==> config.mk <==
export PLATFORM = sky130hd
export DESIGN_NAME = can_irq_flags
export DESIGN_NICKNAME = d
export VERILOG_FILES = /design/src/rtl/can_irq_flags.sv
export SDC_FILE = /design/constraint.sdc
export NUM_CORES = 1
export LEC_CHECK = 0
export ABC_CLOCK_PERIOD_IN_PS = 1700
export BUFFER_PORTS_ARGS = -buffer_cell sky130_fd_sc_hd__buf_2
export CORE_MARGIN = 1
export CORE_UTILIZATION = 38
export CTS_CLUSTER_SIZE = 30
export DETAILED_ROUTE_END_ITERATION = 16
export GPL_ROUTABILITY_DRIVEN = 0
export PLACE_DENSITY = 0.76
export SYNTH_ARGS = -nofsm -noshare
export SYNTH_HDL_FRONTEND = slang
export SYNTH_SLANG_ARGS = --single-unit
==> constraint.sdc <==
create_clock -name clk -period 1.7 [get_ports clk]
set_input_delay 0 -clock clk [delete_from_list [all_inputs] [get_ports clk]]
set_output_delay 0 -clock clk [all_outputs]
set_load 0.02 [all_outputs]
==> src/rtl/can_irq_flags.sv <==
module can_irq_flags #(
  parameter int CNT_W    = 9,
  parameter int WARN_LIM = 96,
  parameter int PASS_LIM = 128,
  parameter int DW       = 8
) (
  input  logic             clk,
  input  logic             rst_n,
  input  logic             rx_load,
  input  logic             ovr_cond,
  input  logic             bus_act,
  input  logic             slp_req,
  input  logic             slp_ack,
  input  logic             wup_opt,
  input  logic [CNT_W-1:0] tx_cnt,
  input  logic [CNT_W-1:0] rx_cnt,
  input  logic             bus_off,
  input  logic             reg_wr,
  input  logic             reg_addr,
  input  logic [DW-1:0]    reg_wdata,
  output logic [DW-1:0]    reg_rdata,
  output logic             irq
);
  localparam int NF = 4;
  localparam logic [1:0] ST_OK = 2'd0, ST_WARN = 2'd1, ST_PASS = 2'd2, ST_OFF = 2'd3;

  logic [NF-1:0] flags_q, en_q, set_c, clr_c, flags_d;
  logic [1:0]    txs_c, rxs_c, txs_q, rxs_q;
  logic          wake_ok;

  assign wake_ok = bus_act & slp_req & slp_ack & wup_opt & en_q[2];

  assign txs_c = bus_off                        ? ST_OFF  :
                 (tx_cnt >= CNT_W'(PASS_LIM))   ? ST_PASS :
                 (tx_cnt >= CNT_W'(WARN_LIM))   ? ST_WARN : ST_OK;
  assign rxs_c = (rx_cnt >= CNT_W'(PASS_LIM))   ? ST_PASS :
                 (rx_cnt >= CNT_W'(WARN_LIM))   ? ST_WARN : ST_OK;

  assign set_c   = {(txs_c != txs_q) | (rxs_c != rxs_q), wake_ok, ovr_cond, rx_load};
  assign clr_c   = (reg_wr && !reg_addr) ? reg_wdata[NF-1:0] : '0;
  assign flags_d = set_c | (flags_q & ~clr_c);

  always_ff @(posedge clk or negedge rst_n) begin
    if (!rst_n) begin
      flags_q <= '0;
      en_q    <= '0;
      txs_q   <= ST_OK;
      rxs_q   <= ST_OK;
      irq     <= 1'b0;
    end else begin
      flags_q <= flags_d;
      txs_q   <= txs_c;
      rxs_q   <= rxs_c;
      irq     <= |(flags_q & en_q);
      if (reg_wr && reg_addr) en_q <= reg_wdata[NF-1:0];
    end
  end

  assign reg_rdata = reg_addr ? DW'(en_q) : DW'({txs_q, rxs_q, flags_q});

  assert_clear_R2: assert property (@(posedge clk) disable iff (!rst_n)
    (reg_wr && !reg_addr && reg_wdata[0] && !rx_load) |=> !flags_q[0]);
  assert_keep_R2: assert property (@(posedge clk) disable iff (!rst_n)
    (flags_q[1] && !(reg_wr && !reg_addr && reg_wdata[1])) |=> flags_q[1]);
  assert_hold_R3: assert property (@(posedge clk) disable iff (!rst_n)
    ovr_cond |=> flags_q[1]);
  assert_rxset_R4: assert property (@(posedge clk) disable iff (!rst_n)
    rx_load |=> flags_q[0]);
  assert_wake_R6: assert property (@(posedge clk) disable iff (!rst_n)
    $rose(flags_q[2]) |-> $past(bus_act && slp_req && slp_ack && wup_opt && en_q[2]));
  assert_rxcode_R8: assert property (@(posedge clk) disable iff (!rst_n)
    rxs_q != ST_OFF);
  assert_change_R9: assert property (@(posedge clk) disable iff (!rst_n)
    (txs_q != $past(txs_q)) || (rxs_q != $past(rxs_q)) |-> flags_q[3]);
  assert_irq_R10: assert property (@(posedge clk) disable iff (!rst_n)
    irq |-> $past(|(flags_q & en_q)));
endmodule

==> flow_metrics.tcl, run 1 <==
set metrics [dict create \
    fin_cells 115 \
    crit_path_max_incr_delay_ns 0.56 \
    clock_tree.root_cell "sky130_fd_sc_hd__clkbuf_4" \
    setup_viol 0 \
    io_pins 46 \
    critPathMaxFanout 2 \
    final_layout_size_suffix_gt1_share_pct 47.5 \
    cap_viol_max_count 0 \
    crit_path_end_kind "flop" \
    timing.critical_path.required_ns 1.86 \
    fin_clk_skew_ns 0.000268 \
    antenna_left 0 \
    fmax_mhz 691 \
    areaGrowthSynthToFinish_pct 54.0 \
    timing.max_slew.rel_slack_pct 81.0 \
    cts_tree "built" \
    synth_flop_cell "sky130_fd_sc_hd__dfrtp_1" \
    cp-startpoint "tx_cnt[8]" \
    synthesis.instances 51 \
    place.detailed.instances 97 \
    antenna_cells 0 \
    worst_setup_path_start_kind "input port" \
    die_height_um 42.3 \
    path_cells "dlygate4sd3_1 > buf_2 > or3_4 > dlygate4sd3_1" \
    post_synth_num_cell_types 19 \
    post_synth_instance_area_um2 618 \
    postSynthAreaPerCell_um2 12.1 \
    crit-reg2reg-launch "rxs_q[1]" \
    regToRegSetupSlack_ns 0.86 \
    grt_first_pass_wirelength_um 2150 \
    grt_overflow 0 \
    arrival_worst_endpoint_ns 1.60 \
    fin_ws_ns 0.252 \
    grt_setup_unrepaired "false" \
    detail_route.first_pass.iterations 4 \
    wp_buf_inv 3 \
    die_w_um 42.3 \
    hold_viol 0 \
    critPathTopFamily "buffers and inverters" \
    hold_path.class "input port to flop" \
    post-place-ws_ns 0.808 \
    htree_levels 1 \
    die-area_um2 1790 \
    avgRoutedWirePerCell_um 11.1 \
    cts.clk_slew.worst_paths_ns 0.07 \
    initial_utilization_pct 41.0 \
    yosys_warnings 0 \
    slew_viol_final 0 \
    placementRows 14 \
    power-per-cell-area_nw_per_um2 756 \
    category_of_the_most_critical_setup_path "input port to flop" \
    cp_slowest_cell "sky130_fd_sc_hd__dlygate4sd3_1" \
    timing.hold.worst.start "rx_cnt[5]" \
    dr.first_iter.drc_count 5 \
    worst-slew-pin-transition_ns 0.285 \
    grtUsageTotal_pct 15.7 \
    finalCriticalPeriod_ns 1.45 \
    seq_area_frac_synth_pct 52.6 \
    cts.sink_count 13 \
    cts.path.max_buffers 2 \
    final_wirelength_um 1280 \
    run_status "complete, no violations" \
    postCtsSetupRepairBufs 0 \
    grt_max_degree 14 \
    tns_ns 0 \
    clock_insertion_delay_worst_skew_ns 0.27 \
    synth_edf_count 0 \
    critPathMostFrequentCell "sky130_fd_sc_hd__dlygate4sd3_1" \
    grt_antenna_before_repair 0 \
    tritoncts_buffer_count 3 \
    floorplan.core_area_um2 1510 \
    layout.core_utilization_pct 63.2 \
    final_net_count 137 \
    ir_drop_mv 0.622 \
    postCtsHoldBufs 14 \
    synth-seq-cells 13 \
    asyncSetResetFlopFracSynth_pct 100 \
    number_of_global_route_vias_before_repair 572 \
    finalCritPeriodShare_pct 85.1 \
    drc_errors 0 \
    static-leakage-power_uw 0.000442 \
    vias_cell 4.80 \
    post_cts_resize_count 0 \
    buffer_ports.inserted 31 \
    synth_nets 88 \
    detailed_route_via_count 552 \
]
==> report_power, final <==
group          internal (uW)  total (uW)  switching (uW)  leakage (uW)
Combinational           99.1         178            78.5      0.000285
Clock                   90.8         184            93.6     0.0000150
Sequential               338         358            20.1      0.000143
==> cell type report <==
class                      count  area [um^2]
clock buffer                   4         26.3
fill                         142          554
inverter                       1         3.75
multi-input combinational     36          282
sequential                    13          325
tap                           16         20.0
timing repair buffer          45          295
==> placed cells by master, fill, tap and decap left out <==
| cell | netlist | layout |
|---|---|---|
| sky130_fd_sc_hd__nor2b_1 | 4 | 4 |
| sky130_fd_sc_hd__buf_2 | 0 | 31 |
| sky130_fd_sc_hd__nand2_1 | 6 | 6 |
| sky130_fd_sc_hd__dfrtp_1 | 13 | 13 |
| sky130_fd_sc_hd__xnor2_2 | 1 | 1 |
| sky130_fd_sc_hd__nand4_1 | 1 | 1 |
| sky130_fd_sc_hd__inv_1 | 1 | 1 |
| sky130_fd_sc_hd__nor2_1 | 2 | 2 |
| sky130_fd_sc_hd__clkbuf_4 | 0 | 3 |
| sky130_fd_sc_hd__a21oi_1 | 1 | 1 |
| sky130_fd_sc_hd__a22oi_1 | 2 | 2 |
| sky130_fd_sc_hd__xnor2_1 | 3 | 3 |
| sky130_fd_sc_hd__a21o_1 | 2 | 2 |
| sky130_fd_sc_hd__a32o_1 | 1 | 1 |
| sky130_fd_sc_hd__or3_4 | 1 | 1 |
| sky130_fd_sc_hd__clkbuf_1 | 0 | 1 |
| sky130_fd_sc_hd__and3_2 | 1 | 1 |
| sky130_fd_sc_hd__nor2b_2 | 1 | 1 |
| sky130_fd_sc_hd__and3_1 | 1 | 1 |
| sky130_fd_sc_hd__mux2_2 | 8 | 8 |
| sky130_fd_sc_hd__dlygate4sd3_1 | 0 | 14 |
| sky130_fd_sc_hd__a31o_2 | 1 | 1 |
==> flip-flops by register name (all words and copies together), names as in the netlist <==
name	flops
flags_q	4
rxs_q	2
txs_q	2
en_q	4
irq	1
==> cells by family after synthesis <==
group | after synthesis | synth area share [%]
and+or+nand+nor | 17 | 15.4
DFF | 13 | 52.6
muxes | 8 | 14.6
AOI/OAI and AO/OA | 7 | 8.70
xor gates and xnor gates | 4 | 6.88
buffers and inverters | 2 | 1.82
==> worst paths after layout <==
path / end / depth (start not counted)
min: rxs_q[0] / 2
max: txs_q[1] / 4
max in group asynchronous: flags_q[2] / 2
min reg2reg: flags_q[0] / 1
max reg2reg: flags_q[3] / 3
min in group asynchronous: en_q[2] / 2
==> stage by stage <==
step	total power [uW]	hold slack (ns)	instance area [um^2]
after floorplan	457	-0.296	618
after global placement	514	-0.104	786
after detailed placement	520	-0.0955	786
after CTS	730	0.00262	952
after global routing	759	0.00466	952
final	720	0.00694	952
==> layer usage <==
metal | part of all wire [%] | GRT usage, % | wire length (um) | vias up
met5 | 0 | 0 | 0 | -
met4 | 0 | 0 | 0 | 0
met3 | 7.1 | 6.47 | 91 | 0
met2 | 55 | 31.7 | 697 | 22
met1 | 38 | 15.6 | 487 | 257
li1 | - | - | - | 273
==> cells in the mapped netlist (2+ instances only) <==
cell type | n | area share, %
sky130_fd_sc_hd__nor2b_1 | 4 | 4.0
sky130_fd_sc_hd__dfrtp_1 | 13 | 53
sky130_fd_sc_hd__a22oi_1 | 2 | 2.4
sky130_fd_sc_hd__nor2_1 | 2 | 1.2
sky130_fd_sc_hd__mux2_2 | 8 | 15
sky130_fd_sc_hd__a21o_1 | 2 | 2.4
sky130_fd_sc_hd__nand2_1 | 6 | 3.6
sky130_fd_sc_hd__xnor2_1 | 3 | 4.3
(Power assumes the default switching activity.)
==> run 2, diff against run 1 <==
- ABC_AREA: default -> 1
- PLACE_DENSITY: 0.76 -> 0.74
==> flow_metrics.tcl, run 2 <==
set metrics [dict create \
    yosys_warnings 0 \
    fmax_mhz 690 \
    final_layout_size_suffix_gt1_share_pct 27.0 \
    fin_clk_skew_ns 0.00219 \
    setup_viol 0 \
    avgRoutedWirePerCell_um 8.99 \
    final_net_count 179 \
    clock_insertion_delay_worst_skew_ns 0.27 \
    drc_errors 0 \
    postSynthAreaPerCell_um2 7.21 \
    cts.clk_slew.worst_paths_ns 0.07 \
    cap_viol_max_count 0 \
    synth-seq-cells 13 \
    io_pins 46 \
    hold_viol 0 \
    htree_levels 1 \
    finalCriticalPeriod_ns 1.45 \
    static-leakage-power_uw 0.000579 \
    tritoncts_buffer_count 3 \
    grt_setup_unrepaired "false" \
    ir_drop_mv 0.446 \
    cts.sink_count 13 \
    post_synth_instance_area_um2 678 \
    detailed_route_via_count 714 \
    dr.first_iter.drc_count 9 \
    die-area_um2 1960 \
    seq_area_frac_synth_pct 48.0 \
    gr-usage-met2_pct 32.1 \
    grt_antenna_before_repair 0 \
    worst_setup_path_start_kind "input port" \
    cts.path.max_buffers 2 \
    antenna_cells 0 \
    most-common-layout-cells "sky130_fd_sc_hd__nand2_1, sky130_fd_sc_hd__buf_2, sky130_fd_sc_hd__inv_1" \
    crit_path_end_kind "flop" \
    detail_route.first_pass.iterations 6 \
    synth_top_area_share_pct 48.0 \
    floorplan.core_area_um2 1590 \
    cts_tree "built" \
    buffer_ports.inserted 31 \
    synth_edf_count 0 \
    die_height_um 44.2 \
    use_met1_pct 20.2 \
    number_of_global_route_vias_before_repair 629 \
    design_area_um2 1010 \
    grtUsageTotal_pct 18.0 \
    vias_cell 4.33 \
    timing.max_slew.rel_slack_pct 81.0 \
    grt_overflow 0 \
    synth_nets 131 \
    tns_ns 0 \
    place.detailed.instances 148 \
    synth_flop_cell "sky130_fd_sc_hd__dfrtp_1" \
    timing.reg2reg.worst_path_depth 3 \
    report.power.total_uw 711 \
    synth.area.top_cells "sky130_fd_sc_hd__dfrtp_1, sky130_fd_sc_hd__nand2_1, sky130_fd_sc_hd__inv_1" \
    hold_path.class "input port to flop" \
    worst-slew-pin-transition_ns 0.285 \
    final_wirelength_um 1480 \
    slew_viol_final 0 \
    grtUsageMet3_pct 6.12 \
    power-per-cell-area_nw_per_um2 705 \
    finalCritPeriodShare_pct 85.2 \
    antenna_left 0 \
    synthesis.instances 94 \
    timing.critical_path.required_ns 1.91 \
    hpwlAfterDp_um 1040 \
    post_cts_resize_count 0 \
    grt_first_pass_wirelength_um 2530 \
    final_common_cell "sky130_fd_sc_hd__nand2_1" \
    placementRows 14 \
    placed_area_um2 852 \
    asyncSetResetFlopFracSynth_pct 100 \
    run_status "complete, no violations" \
    synth_largest_area_cell "sky130_fd_sc_hd__dfrtp_1" \
    critPathMaxFanout 3 \
    fin_cells 165 \
    grt_max_degree 14 \
    category_of_the_most_critical_setup_path "input port to flop" \
    gr-max-usage-layer "met2" \
    post_synth_num_cell_types 13 \
    clock_tree.root_cell "sky130_fd_sc_hd__clkbuf_4" \
    synthMostInstantiatedCell "sky130_fd_sc_hd__nand2_1" \
    reg_top3 "en_q: 4 flops, flags_q: 4 flops" \
    synthTopCellsByCount "sky130_fd_sc_hd__nand2_1, sky130_fd_sc_hd__inv_1, sky130_fd_sc_hd__dfrtp_1, sky130_fd_sc_hd__o21ai_0, sky130_fd_sc_hd__nor2_1" \
    arrival_worst_endpoint_ns 1.66 \
    layout.core_utilization_pct 63.3 \
    holdPathStages 3 \
    die_w_um 44.2 \
    areaGrowthSynthToFinish_pct 48.7 \
    initial_utilization_pct 42.5 \
]
[run 2: changes by cell type after synthesis, moves of 2 or more]
cell and delta:
sky130_fd_sc_hd__a22oi_1 -2, sky130_fd_sc_hd__xnor2_1 -3, sky130_fd_sc_hd__nand2_1 +33, sky130_fd_sc_hd__inv_1 +14
sky130_fd_sc_hd__nand3_1 +4, sky130_fd_sc_hd__nor2_1 +5, sky130_fd_sc_hd__mux2_2 -8, sky130_fd_sc_hd__nor2b_1 -4
sky130_fd_sc_hd__a21o_1 -2, sky130_fd_sc_hd__o21ai_0 +8
[run 2: routing by layer]
layer	vias up	share of wire (%)
li1	381	-
met1	315	44
met2	16	51
met3	2	4.0
met4	0	0.94
met5	-	0
[run 2: timing repair]
action / CTS / global route
hold buffers: 14 / 0
endpoints found under the setup margin: 0 / 1
hold endpoints to repair: 21 / 0
setup buffers: 0 / 0
[run 2: final cells by class]
cell class,count,area [um^2]
Multi-Input combinational cell,64,277
Timing Repair Buffer,44,285
Clock buffer,4,26.3
Tap cell,24,30.0
Inverter,16,65.1
Fill cell,152,586
Sequential cell,13,325
[run 2: stage by stage]
stage / hold slack, ns / worst slack, ns
2_1_floorplan: -0.296 / 0.882
3_3_place_gp: -0.0991 / 0.829
3_5_place_dp: -0.0987 / 0.835
4_1_cts: 0.00355 / 0.0191
5_1_grt: 0.0335 / 0.142
6_report: 0.00494 / 0.251
[run 2: cells by family (layout without fill, tap and decap cells)]
group | after synthesis | after routing | synth area share (%)
flops | 13 | 13 | 48.0
buf+inv | 17 | 64 | 11.3
compound gates | 10 | 10 | 7.93
simple gates | 54 | 54 | 32.8
[run 2: worst max-delay path, stage by stage]
cell	delay, ns
sky130_fd_sc_hd__dlygate4sd3_1	0.53
sky130_fd_sc_hd__buf_2	0.12
sky130_fd_sc_hd__nor2_1	0.15
sky130_fd_sc_hd__dlygate4sd3_1	0.57
sky130_fd_sc_hd__nand2_1	0.06
sky130_fd_sc_hd__nand2_1	0.06
sky130_fd_sc_hd__nand2_1	0.05
sky130_fd_sc_hd__nand2_1	0.05
sky130_fd_sc_hd__nor2_1	0.03
sky130_fd_sc_hd__nand2_1	0.05
[run 2: path summary, 6_finish.rpt]
check	startpoint	to	slack (ns)
hold reg to reg	flags_q[2]	irq	0.52
min in group asynchronous	rst_n	txs_q[0]	0.15
max in group asynchronous	rst_n	en_q[1]	1.33
hold / removal	reg_wdata[0]	en_q[0]	0.005
setup / recovery	tx_cnt[7]	flags_q[3]	0.25
setup reg to reg	en_q[2]	flags_q[2]	0.44
[run 2: where the power goes]
part	internal [uW]	switching (uW)	total (uW)
combinational	80.4	94.4	175
clock	90.9	92.0	183
sequential	336	17.7	353
total	507	204	711
